**src/rtl/eeprom_twi_pkg.sv**
```systemverilog
package eeprom_twi_pkg;

   localparam logic [3:0] DEV_TYPE = 4'b1010;

   typedef enum logic [2:0] {
      ST_IDLE,
      ST_DEVSEL,
      ST_ADDR_HI,
      ST_ADDR_LO,
      ST_WDATA,
      ST_RDATA
   } twi_state_e;

endpackage

```
**src/rtl/twi_line_sync.sv**
```systemverilog
module twi_line_sync #(
   parameter int STAGES = 2
) (
   input  logic clk,
   input  logic rst_n,
   input  logic scl_i,
   input  logic sda_i,
   output logic scl_s,
   output logic sda_s,
   output logic scl_rise,
   output logic scl_fall,
   output logic start_det,
   output logic stop_det
);

   generate
      if (STAGES < 2) begin : g_bad_stages
         initial $error("twi_line_sync: STAGES must be at least 2");
      end
   endgenerate

   logic [1:0] lines_in;
   logic [1:0] lines_s;
   logic [1:0] lines_q;

   assign lines_in = {sda_i, scl_i};

   for (genvar k = 0; k < 2; k++) begin : g_line
      logic [STAGES-1:0] pipe;
      always_ff @(posedge clk or negedge rst_n) begin
         if (!rst_n) begin
            pipe <= '1;
         end else begin
            pipe <= {pipe[STAGES-2:0], lines_in[k]};
         end
      end
      assign lines_s[k] = pipe[STAGES-1];
   end

   always_ff @(posedge clk or negedge rst_n) begin
      if (!rst_n) begin
         lines_q <= 2'b11;
      end else begin
         lines_q <= lines_s;
      end
   end

   assign scl_s     = lines_s[0];
   assign sda_s     = lines_s[1];
   assign scl_rise  = lines_s[0] & ~lines_q[0];
   assign scl_fall  = ~lines_s[0] & lines_q[0];
   assign start_det = lines_s[0] & lines_q[0] & lines_q[1] & ~lines_s[1];
   assign stop_det  = lines_s[0] & lines_q[0] & ~lines_q[1] & lines_s[1];

endmodule

```
**src/rtl/twi_page_mem.sv**
```systemverilog
module twi_page_mem #(
   parameter int MEM_BYTES  = 256,
   parameter int PAGE_BYTES = 32,
   localparam int ADDR_W    = $clog2(MEM_BYTES),
   localparam int PAGE_W    = $clog2(PAGE_BYTES)
) (
   input  logic                     clk,
   input  logic                     rst_n,
   input  logic [ADDR_W-1:0]        rd_addr,
   output logic [7:0]               rd_data,
   input  logic                     bw_en,
   input  logic [PAGE_W-1:0]        bw_off,
   input  logic [7:0]               bw_data,
   input  logic                     buf_clr,
   input  logic                     commit,
   input  logic [ADDR_W-PAGE_W-1:0] commit_page
);

   logic [7:0]              mem [MEM_BYTES];
   logic [PAGE_BYTES*8-1:0] data_vec;
   logic [PAGE_BYTES-1:0]   vld_vec;

   for (genvar g = 0; g < PAGE_BYTES; g++) begin : g_slot
      logic [7:0] slot_data;
      logic       slot_vld;
      always_ff @(posedge clk or negedge rst_n) begin
         if (!rst_n) begin
            slot_data <= '0;
            slot_vld  <= 1'b0;
         end else if (buf_clr || commit) begin
            slot_vld  <= 1'b0;
         end else if (bw_en && (bw_off == PAGE_W'(g))) begin
            slot_data <= bw_data;
            slot_vld  <= 1'b1;
         end
      end
      assign data_vec[g*8 +: 8] = slot_data;
      assign vld_vec[g]         = slot_vld;
   end

   always_ff @(posedge clk or negedge rst_n) begin
      if (!rst_n) begin
         for (int i = 0; i < MEM_BYTES; i++) mem[i] <= '0;
      end else if (commit) begin
         for (int i = 0; i < PAGE_BYTES; i++) begin
            if (vld_vec[i]) mem[{commit_page, PAGE_W'(i)}] <= data_vec[i*8 +: 8];
         end
      end
   end

   assign rd_data = mem[rd_addr];

   // a commit or a drop leaves no staged byte behind
   assert_commit_clears_R5: assert property (@(posedge clk) disable iff (!rst_n)
      (commit || buf_clr) |=> (vld_vec == '0));

endmodule

```
**src/rtl/twi_slave_fsm.sv**
```systemverilog
module twi_slave_fsm
   import eeprom_twi_pkg::*;
#(
   parameter int ADDR_W = 8,
   parameter int PAGE_W = 5
) (
   input  logic                     clk,
   input  logic                     rst_n,
   input  logic                     scl_s,
   input  logic                     sda_s,
   input  logic                     scl_rise,
   input  logic                     scl_fall,
   input  logic                     start_det,
   input  logic                     stop_det,
   input  logic [2:0]               chip_en,
   input  logic                     wr_ctl,
   input  logic [7:0]               rd_data,
   output logic [ADDR_W-1:0]        rd_addr,
   output logic                     bw_en,
   output logic [PAGE_W-1:0]        bw_off,
   output logic [7:0]               bw_data,
   output logic                     buf_clr,
   output logic                     commit,
   output logic [ADDR_W-PAGE_W-1:0] commit_page,
   output logic                     sda_oe
);

   twi_state_e        state;
   logic [3:0]        bitcnt;
   logic              in_ack;
   logic              m_ack;
   logic              rw_q;
   logic [7:0]        shreg;
   logic [7:0]        tx;
   logic [7:0]        addr_hi;
   logic [ADDR_W-1:0] ptr;
   logic              dev_match;
   logic              byte_done;
   logic [15:0]       full_addr;

   assign dev_match = (shreg[7:4] == DEV_TYPE) && (shreg[3:1] == chip_en);
   assign byte_done = scl_fall && !in_ack && (bitcnt == 4'd8);
   assign full_addr = {addr_hi, shreg};

   assign rd_addr     = ptr;
   assign bw_en       = byte_done && (state == ST_WDATA) && !wr_ctl;
   assign bw_off      = ptr[PAGE_W-1:0];
   assign bw_data     = shreg;
   assign buf_clr     = start_det;
   assign commit      = stop_det;
   assign commit_page = ptr[ADDR_W-1:PAGE_W];

   always_ff @(posedge clk or negedge rst_n) begin
      if (!rst_n) begin
         state   <= ST_IDLE;
         bitcnt  <= '0;
         in_ack  <= 1'b0;
         m_ack   <= 1'b0;
         rw_q    <= 1'b0;
         shreg   <= '0;
         tx      <= '0;
         addr_hi <= '0;
         ptr     <= '0;
         sda_oe  <= 1'b0;
      end else if (stop_det) begin
         state  <= ST_IDLE;
         bitcnt <= '0;
         in_ack <= 1'b0;
         sda_oe <= 1'b0;
      end else if (start_det) begin
         state  <= ST_DEVSEL;
         bitcnt <= '0;
         in_ack <= 1'b0;
         sda_oe <= 1'b0;
      end else if (state != ST_IDLE) begin
         if (scl_rise) begin
            if (in_ack) begin
               m_ack <= ~sda_s;
            end else if (!bitcnt[3]) begin
               shreg  <= {shreg[6:0], sda_s};
               bitcnt <= bitcnt + 4'd1;
            end
         end else if (scl_fall) begin
            if (in_ack) begin
               in_ack <= 1'b0;
               bitcnt <= '0;
               sda_oe <= 1'b0;
               unique case (state)
                  ST_DEVSEL: begin
                     if (rw_q) begin
                        state  <= ST_RDATA;
                        tx     <= rd_data;
                        sda_oe <= ~rd_data[7];
                        ptr    <= ptr + 1'b1;
                     end else begin
                        state <= ST_ADDR_HI;
                     end
                  end
                  ST_ADDR_HI: state <= ST_ADDR_LO;
                  ST_ADDR_LO: state <= ST_WDATA;
                  ST_WDATA:   state <= ST_WDATA;
                  ST_RDATA: begin
                     if (m_ack) begin
                        tx     <= rd_data;
                        sda_oe <= ~rd_data[7];
                        ptr    <= ptr + 1'b1;
                     end else begin
                        state <= ST_IDLE;
                     end
                  end
                  default: state <= ST_IDLE;
               endcase
            end else if (bitcnt == 4'd8) begin
               in_ack <= 1'b1;
               sda_oe <= 1'b0;
               unique case (state)
                  ST_DEVSEL: begin
                     if (dev_match) begin
                        rw_q   <= shreg[0];
                        sda_oe <= 1'b1;
                     end else begin
                        state  <= ST_IDLE;
                        in_ack <= 1'b0;
                     end
                  end
                  ST_ADDR_HI: begin
                     addr_hi <= shreg;
                     sda_oe  <= 1'b1;
                  end
                  ST_ADDR_LO: begin
                     ptr    <= full_addr[ADDR_W-1:0];
                     sda_oe <= 1'b1;
                  end
                  ST_WDATA: begin
                     if (!wr_ctl) begin
                        sda_oe <= 1'b1;
                        ptr    <= {ptr[ADDR_W-1:PAGE_W], ptr[PAGE_W-1:0] + 1'b1};
                     end
                  end
                  ST_RDATA: sda_oe <= 1'b0;
                  default:  state  <= ST_IDLE;
               endcase
            end else if (state == ST_RDATA) begin
               sda_oe <= ~tx[3'd7 - bitcnt[2:0]];
            end
         end
      end
   end

   // drive changes only during SCL low
   assert_sda_low_phase_R11: assert property (@(posedge clk) disable iff (!rst_n)
      !$stable(sda_oe) |-> !scl_s);

   // Stop releases the bus and parks the controller
   assert_stop_release_R1: assert property (@(posedge clk) disable iff (!rst_n)
      stop_det |=> (state == ST_IDLE) && !sda_oe);

   // Start always restarts select reception
   assert_start_enter_R1: assert property (@(posedge clk) disable iff (!rst_n)
      start_det |=> (state == ST_DEVSEL) && (bitcnt == 4'd0));

   // a deselected device never drives
   assert_idle_quiet_R3: assert property (@(posedge clk) disable iff (!rst_n)
      (state == ST_IDLE) |-> !sda_oe);

   // select acknowledge only for a matching byte
   assert_select_match_R2: assert property (@(posedge clk) disable iff (!rst_n)
      ((state == ST_DEVSEL) && in_ack && sda_oe) |-> dev_match);

   // blocked data bytes are not acknowledged
   assert_wc_no_ack_R7: assert property (@(posedge clk) disable iff (!rst_n)
      (byte_done && (state == ST_WDATA) && wr_ctl) |=> !sda_oe);

   // page bits hold while writing
   assert_page_hold_R6: assert property (@(posedge clk) disable iff (!rst_n)
      ((state == ST_WDATA) && ($past(state) == ST_WDATA))
         |-> (ptr[ADDR_W-1:PAGE_W] == $past(ptr[ADDR_W-1:PAGE_W])));

endmodule

```
**src/rtl/twi_eeprom_slave.sv**
```systemverilog
module twi_eeprom_slave #(
   parameter int MEM_BYTES   = 256,
   parameter int PAGE_BYTES  = 32,
   parameter int SYNC_STAGES = 2,
   localparam int ADDR_W     = $clog2(MEM_BYTES),
   localparam int PAGE_W     = $clog2(PAGE_BYTES)
) (
   input  logic       clk,
   input  logic       rst_n,
   input  logic       scl_i,
   input  logic       sda_i,
   output logic       sda_o,
   output logic       sda_oe,
   input  logic [2:0] chip_en,
   input  logic       wr_ctl
);

   generate
      if ((MEM_BYTES & (MEM_BYTES - 1)) != 0 || MEM_BYTES > 65536) begin : g_bad_mem
         initial $error("twi_eeprom_slave: MEM_BYTES must be a power of two up to 65536");
      end
      if ((PAGE_BYTES & (PAGE_BYTES - 1)) != 0 || PAGE_BYTES < 2) begin : g_bad_page
         initial $error("twi_eeprom_slave: PAGE_BYTES must be a power of two of at least 2");
      end
      if (PAGE_BYTES >= MEM_BYTES) begin : g_bad_ratio
         initial $error("twi_eeprom_slave: PAGE_BYTES must be below MEM_BYTES");
      end
   endgenerate

   logic                     scl_s, sda_s, scl_rise, scl_fall, start_det, stop_det;
   logic [ADDR_W-1:0]        rd_addr;
   logic [7:0]               rd_data;
   logic                     bw_en, buf_clr, commit;
   logic [PAGE_W-1:0]        bw_off;
   logic [7:0]               bw_data;
   logic [ADDR_W-PAGE_W-1:0] commit_page;

   assign sda_o = 1'b0;

   twi_line_sync #(.STAGES(SYNC_STAGES)) u_sync (
      .clk       (clk),
      .rst_n     (rst_n),
      .scl_i     (scl_i),
      .sda_i     (sda_i),
      .scl_s     (scl_s),
      .sda_s     (sda_s),
      .scl_rise  (scl_rise),
      .scl_fall  (scl_fall),
      .start_det (start_det),
      .stop_det  (stop_det)
   );

   twi_slave_fsm #(.ADDR_W(ADDR_W), .PAGE_W(PAGE_W)) u_fsm (
      .clk         (clk),
      .rst_n       (rst_n),
      .scl_s       (scl_s),
      .sda_s       (sda_s),
      .scl_rise    (scl_rise),
      .scl_fall    (scl_fall),
      .start_det   (start_det),
      .stop_det    (stop_det),
      .chip_en     (chip_en),
      .wr_ctl      (wr_ctl),
      .rd_data     (rd_data),
      .rd_addr     (rd_addr),
      .bw_en       (bw_en),
      .bw_off      (bw_off),
      .bw_data     (bw_data),
      .buf_clr     (buf_clr),
      .commit      (commit),
      .commit_page (commit_page),
      .sda_oe      (sda_oe)
   );

   twi_page_mem #(.MEM_BYTES(MEM_BYTES), .PAGE_BYTES(PAGE_BYTES)) u_mem (
      .clk         (clk),
      .rst_n       (rst_n),
      .rd_addr     (rd_addr),
      .rd_data     (rd_data),
      .bw_en       (bw_en),
      .bw_off      (bw_off),
      .bw_data     (bw_data),
      .buf_clr     (buf_clr),
      .commit      (commit),
      .commit_page (commit_page)
   );

endmodule

```
**config.mk**
```make
export PLATFORM = sky130hd
export DESIGN_NAME = twi_eeprom_slave
export DESIGN_NICKNAME = d
export VERILOG_FILES = /design/src/rtl/eeprom_twi_pkg.sv /design/src/rtl/twi_line_sync.sv /design/src/rtl/twi_page_mem.sv /design/src/rtl/twi_slave_fsm.sv /design/src/rtl/twi_eeprom_slave.sv
export SDC_FILE = /design/constraint.sdc
export NUM_CORES = 2
export LEC_CHECK = 0
export BUFFER_PORTS_ARGS = -buffer_cell sky130_fd_sc_hd__clkbuf_2
export CAP_MARGIN = 20
export CORE_MARGIN = 4
export CORE_UTILIZATION = 35
export DETAILED_ROUTE_END_ITERATION = 12
export GPL_TIMING_DRIVEN = 0
export PLACE_DENSITY = 0.49
export REMOVE_ABC_BUFFERS = 1
export SYNTH_ARGS = -nofsm -noshare
export SYNTH_HDL_FRONTEND = slang
export SYNTH_SLANG_ARGS = --single-unit
```
**constraint.sdc**
```tcl
create_clock -name clk -period 3.22 [get_ports clk]
set_input_delay 0.644 -clock clk [delete_from_list [all_inputs] [get_ports clk]]
set_output_delay 0.644 -clock clk [all_outputs]
set_load 0.05 [all_outputs]
```
==> impl_results.md <==
* Port Buffer Count at 8
* H-tree Lvls at 5
* GRT Total Usage at 0.267
* Starting Density at 0.353
* DR WL/cell at 37.5 um
* Post-synth EDFFs at 0
* #FFs+latches synth at 2377
* Endpoints failing setup at 742
* Status: complete, but fails checks
* Synth top area share at 0.565
* Layout cells sized above 1 at 0.563
* Startpoint Class: flop
* Vias per cell at 5.91
* RSZ-0062 raised after global routing: yes
* Antenna violations before repair at 32
* P_leak at 58.7 nW
* Ys async rst share at 1.00
* Final HPWL DP at 276 mm
* Vias in the first global route at roughly 67000
* Grt ovf at 0
* Main synth FF type: dfrtp_1
* PwrDens at approximately 500 nW/um^2
* Std cell rows at 200
* CORE AREA at 298000 sq um
* Data arrival, critical path at 4.39 ns
* Setup_tns at -78.13 ns
* Maxcap violations at 0
* Syn Area/Cell at 15.9 sq um
* Fmax at 279 MHz
* Worst r2r path cells at 8
* Post-route clock period utilization at 1.11
* Setup ws final at -0.360 ns
* Syn-to-layout area delta at 20.5%
* R2R Path Start: u_fsm.rd_addr[6]$_DFFE_PN0P_
* Worst Setup End Kind: flop
* Clock sinks at 2377
* Clk_lat worst skew at 0.88 ns
* Post-synthesis cell area at 105000 sq um
* Min Tclk post-route at 3.58 ns
* Sequential fraction of the synthesis area at 0.567
* Die Ht at 556 um
* HP Class: in2async
* Routed length on met3 at 32.3 mm
* Met1 WL at between 150 and 200 mm
* Deepest clock path buffer count at 4
* Synth unique cells at 68
* Top routing layer used: met5
* CP Class: reg2reg
* Pre-antenna DRT Iters at 8
* Routed WL at 421 mm
* Worst-Margin Slew at 1.20 ns
* WL met2 at 192 mm
* CTS tree: built
* Layout Nets at 7070
* Most frequent cell after synthesis: dfrtp_1
* Final hold viol count at 0
* Antenna-violating nets left at 0
* DIE AREA at 309000 sq um
* First-pass GRT wire length at 573 mm
* Reg clk slew, reported paths at 0.06 ns
* Num CTS Buffers at 278
* DR iter-0 viols at 6598
* Slew margin rel. at 0.199
* Root Buffer: clkbuf_16
* FF-to-FF End: u_fsm.tx[7]$_DFFE_PN0P_
* Worst Skew at 0.0579 ns
* Reg2Reg Setup Slack at -0.36 ns
* Peak VDD IR at between 300 and 400 uV
* Failing checks: negative setup slack
* Power Total at ~65 mW
* Final Max Slew Viols at 0
* Max FO, Critical Path at 18
* Final design utilization at 0.425
* Synth area leader: dfrtp_1
* Chip Width at roughly 560 um
* Post-synth top cells: dfrtp_1 (2371), mux2_2 (2328), mux4_2 (509)
* I/O pin cnt at 10
* Largest net degree at the start of global routing at 115
* CP required at 4.03 ns
* Synth area leaders: dfrtp_1 (57%), mux2_2 (25%), mux4_2 (11%)
* Syn Inst Count at 6591
* Syn. warnings at 0
* RePlAce Congestion at 0.858
* DRC violations left at 0
* Via count at 66200
-- per-stage QoR --
stage | hold WS (ns) | instance area (sq um) | setup WS, ns | instances
finish | 0.0217 | 127000 | -0.360 | 11200
global placement | 0.381 | 109000 | -58.31 | 10300
detailed placement | 0.384 | 113000 | -1.94 | 10500
floorplan | 0.345 | 104000 | -19.01 | 6333
global route | 0.0358 | 126000 | -0.316 | 11200
CTS | 0.0104 | 125000 | -0.407 | 11100
-- placed cells by master (no fill, tap or decap), types with 20 or more instances in the layout --
master,netlist,layout
nor2_4,0,142
dfrtp_1,2371,2355
mux2_2,2328,2328
o21ai_1,24,20
a21oi_1,52,49
clkbuf_16,0,298
buf_8,0,42
buf_4,42,130
mux2i_1,136,123
buf_6,11,93
nor2_1,342,88
a22oi_1,72,55
clkinv_2,0,37
clkbuf_8,0,65
a21o_1,31,31
buf_12,0,58
mux4_2,509,509
nor2_2,6,118
nand3_1,38,32
buf_16,0,67
clkbuf_1,109,65
nand2_1,140,127
diode_2,0,26
-- critical path: stages (launching register included) --
cell and delay (ns):
dfrtp_2 0.75, inv_1 0.43, nor3_2 0.67, buf_6 0.25, nand2_1 0.06, o21ai_0 0.66, a21oi_1 0.15, a31oi_1 0.32
o32a_1 0.21
-- report_power, final --
group | switching (mW) | total [mW] | internal (mW)
clock network | 13.0 | 31.9 | 18.8
logic | 1.75 | 2.62 | 0.872
registers | 0.515 | 30.4 | 29.9
total | 15.3 | 64.9 | 49.6
-- area by class of cell --
class | instances | area (sq um)
clock buffers | 415 | 8280
flip-flops and latches | 2377 | 59500
repair buffers | 434 | 6620
diodes | 26 | 65.1
inverters | 17 | 91.3
repair inverters | 1 | 8.76
multi-input cells | 3942 | 46300
clock inverters | 64 | 764
fillers | 26600 | 171000
well taps | 3939 | 4930
-- worst max-delay path by stage --
| stage | startpoint | endpoint | cells past startpoint |
|---|---|---|---|
| final | u_fsm.rd_addr[6]$_DFFE_PN0P_ | u_fsm.tx[7]$_DFFE_PN0P_ | 8 |
| after global routing | u_sync.g_line[0].pipe[1]$_DFF_PN1_ | u_mem.mem[61]$_DFFE_PN0P_ | 8 |
| after CTS | u_sync.g_line[0].pipe[1]$_DFF_PN1_ | u_mem.mem[1895]$_DFFE_PN0P_ | 8 |
| after detailed placement | u_fsm.rd_addr[0]$_DFFE_PN0P_ | u_fsm.tx[7]$_DFFE_PN0P_ | 12 |
| after global placement | rst_n | u_mem.mem[1403]$_DFFE_PN0P_ | 1 |
| after floorplan | u_fsm.rd_addr[0]$_DFFE_PN0P_ | u_fsm.tx[2]$_DFFE_PN0P_ | 7 |
-- flip-flops by register name, summed over array words and instances, names as in the netlist --
| signal | cells |
|---|---|
| u_mem.mem | 2048 |
| u_fsm.m_ack | 1 |
| u_fsm.rd_addr | 8 |
| u_fsm.in_ack | 1 |
| u_mem.g_slot.slot_vld | 32 |
| u_sync.g_line.pipe | 4 |
| u_mem.g_slot.slot_data | 256 |
| u_fsm.tx | 8 |
| u_fsm.bitcnt | 4 |
| u_sync.lines_q | 2 |
| u_fsm.bw_data | 8 |
| u_fsm.rw_q | 1 |
| u_fsm.sda_oe | 1 |
| u_fsm.state | 3 |
-- cell families (layout without fill, tap and decap cells) --
logic type	after synthesis	in the layout	share of synthesized area
adder cells (fa/ha/maj)	11	11	0.00131
multiplexers	2973	2973	0.372
other	1	27	0.0000357
flip-flops	2377	2377	0.567
XOR/XNOR	6	6	0.000500
buffers and inverters	275	931	0.0129
AO/OA/AOI/OAI	335	335	0.0223
AND/OR/NAND/NOR	613	616	0.0246
-- repair_timing --
action / 4_1_cts / 5_1_grt
setup endpoints to repair: 2140 / 925
setup buffers: 87 / 83
gates cloned: 25 / 12
hold buffers: 8 / 0
hold endpoints to repair: 38 / 0
pin swaps: 29 / 31
resized for setup: 342 / 141
-- routing by layer --
layer,track usage,vias to the layer above
li1,-,25900
met1,0.369,36900
met2,0.409,2766
met3,0.0612,712
met4,0.103,6
met5,0,-
Power figures use the tool's default switching activity.
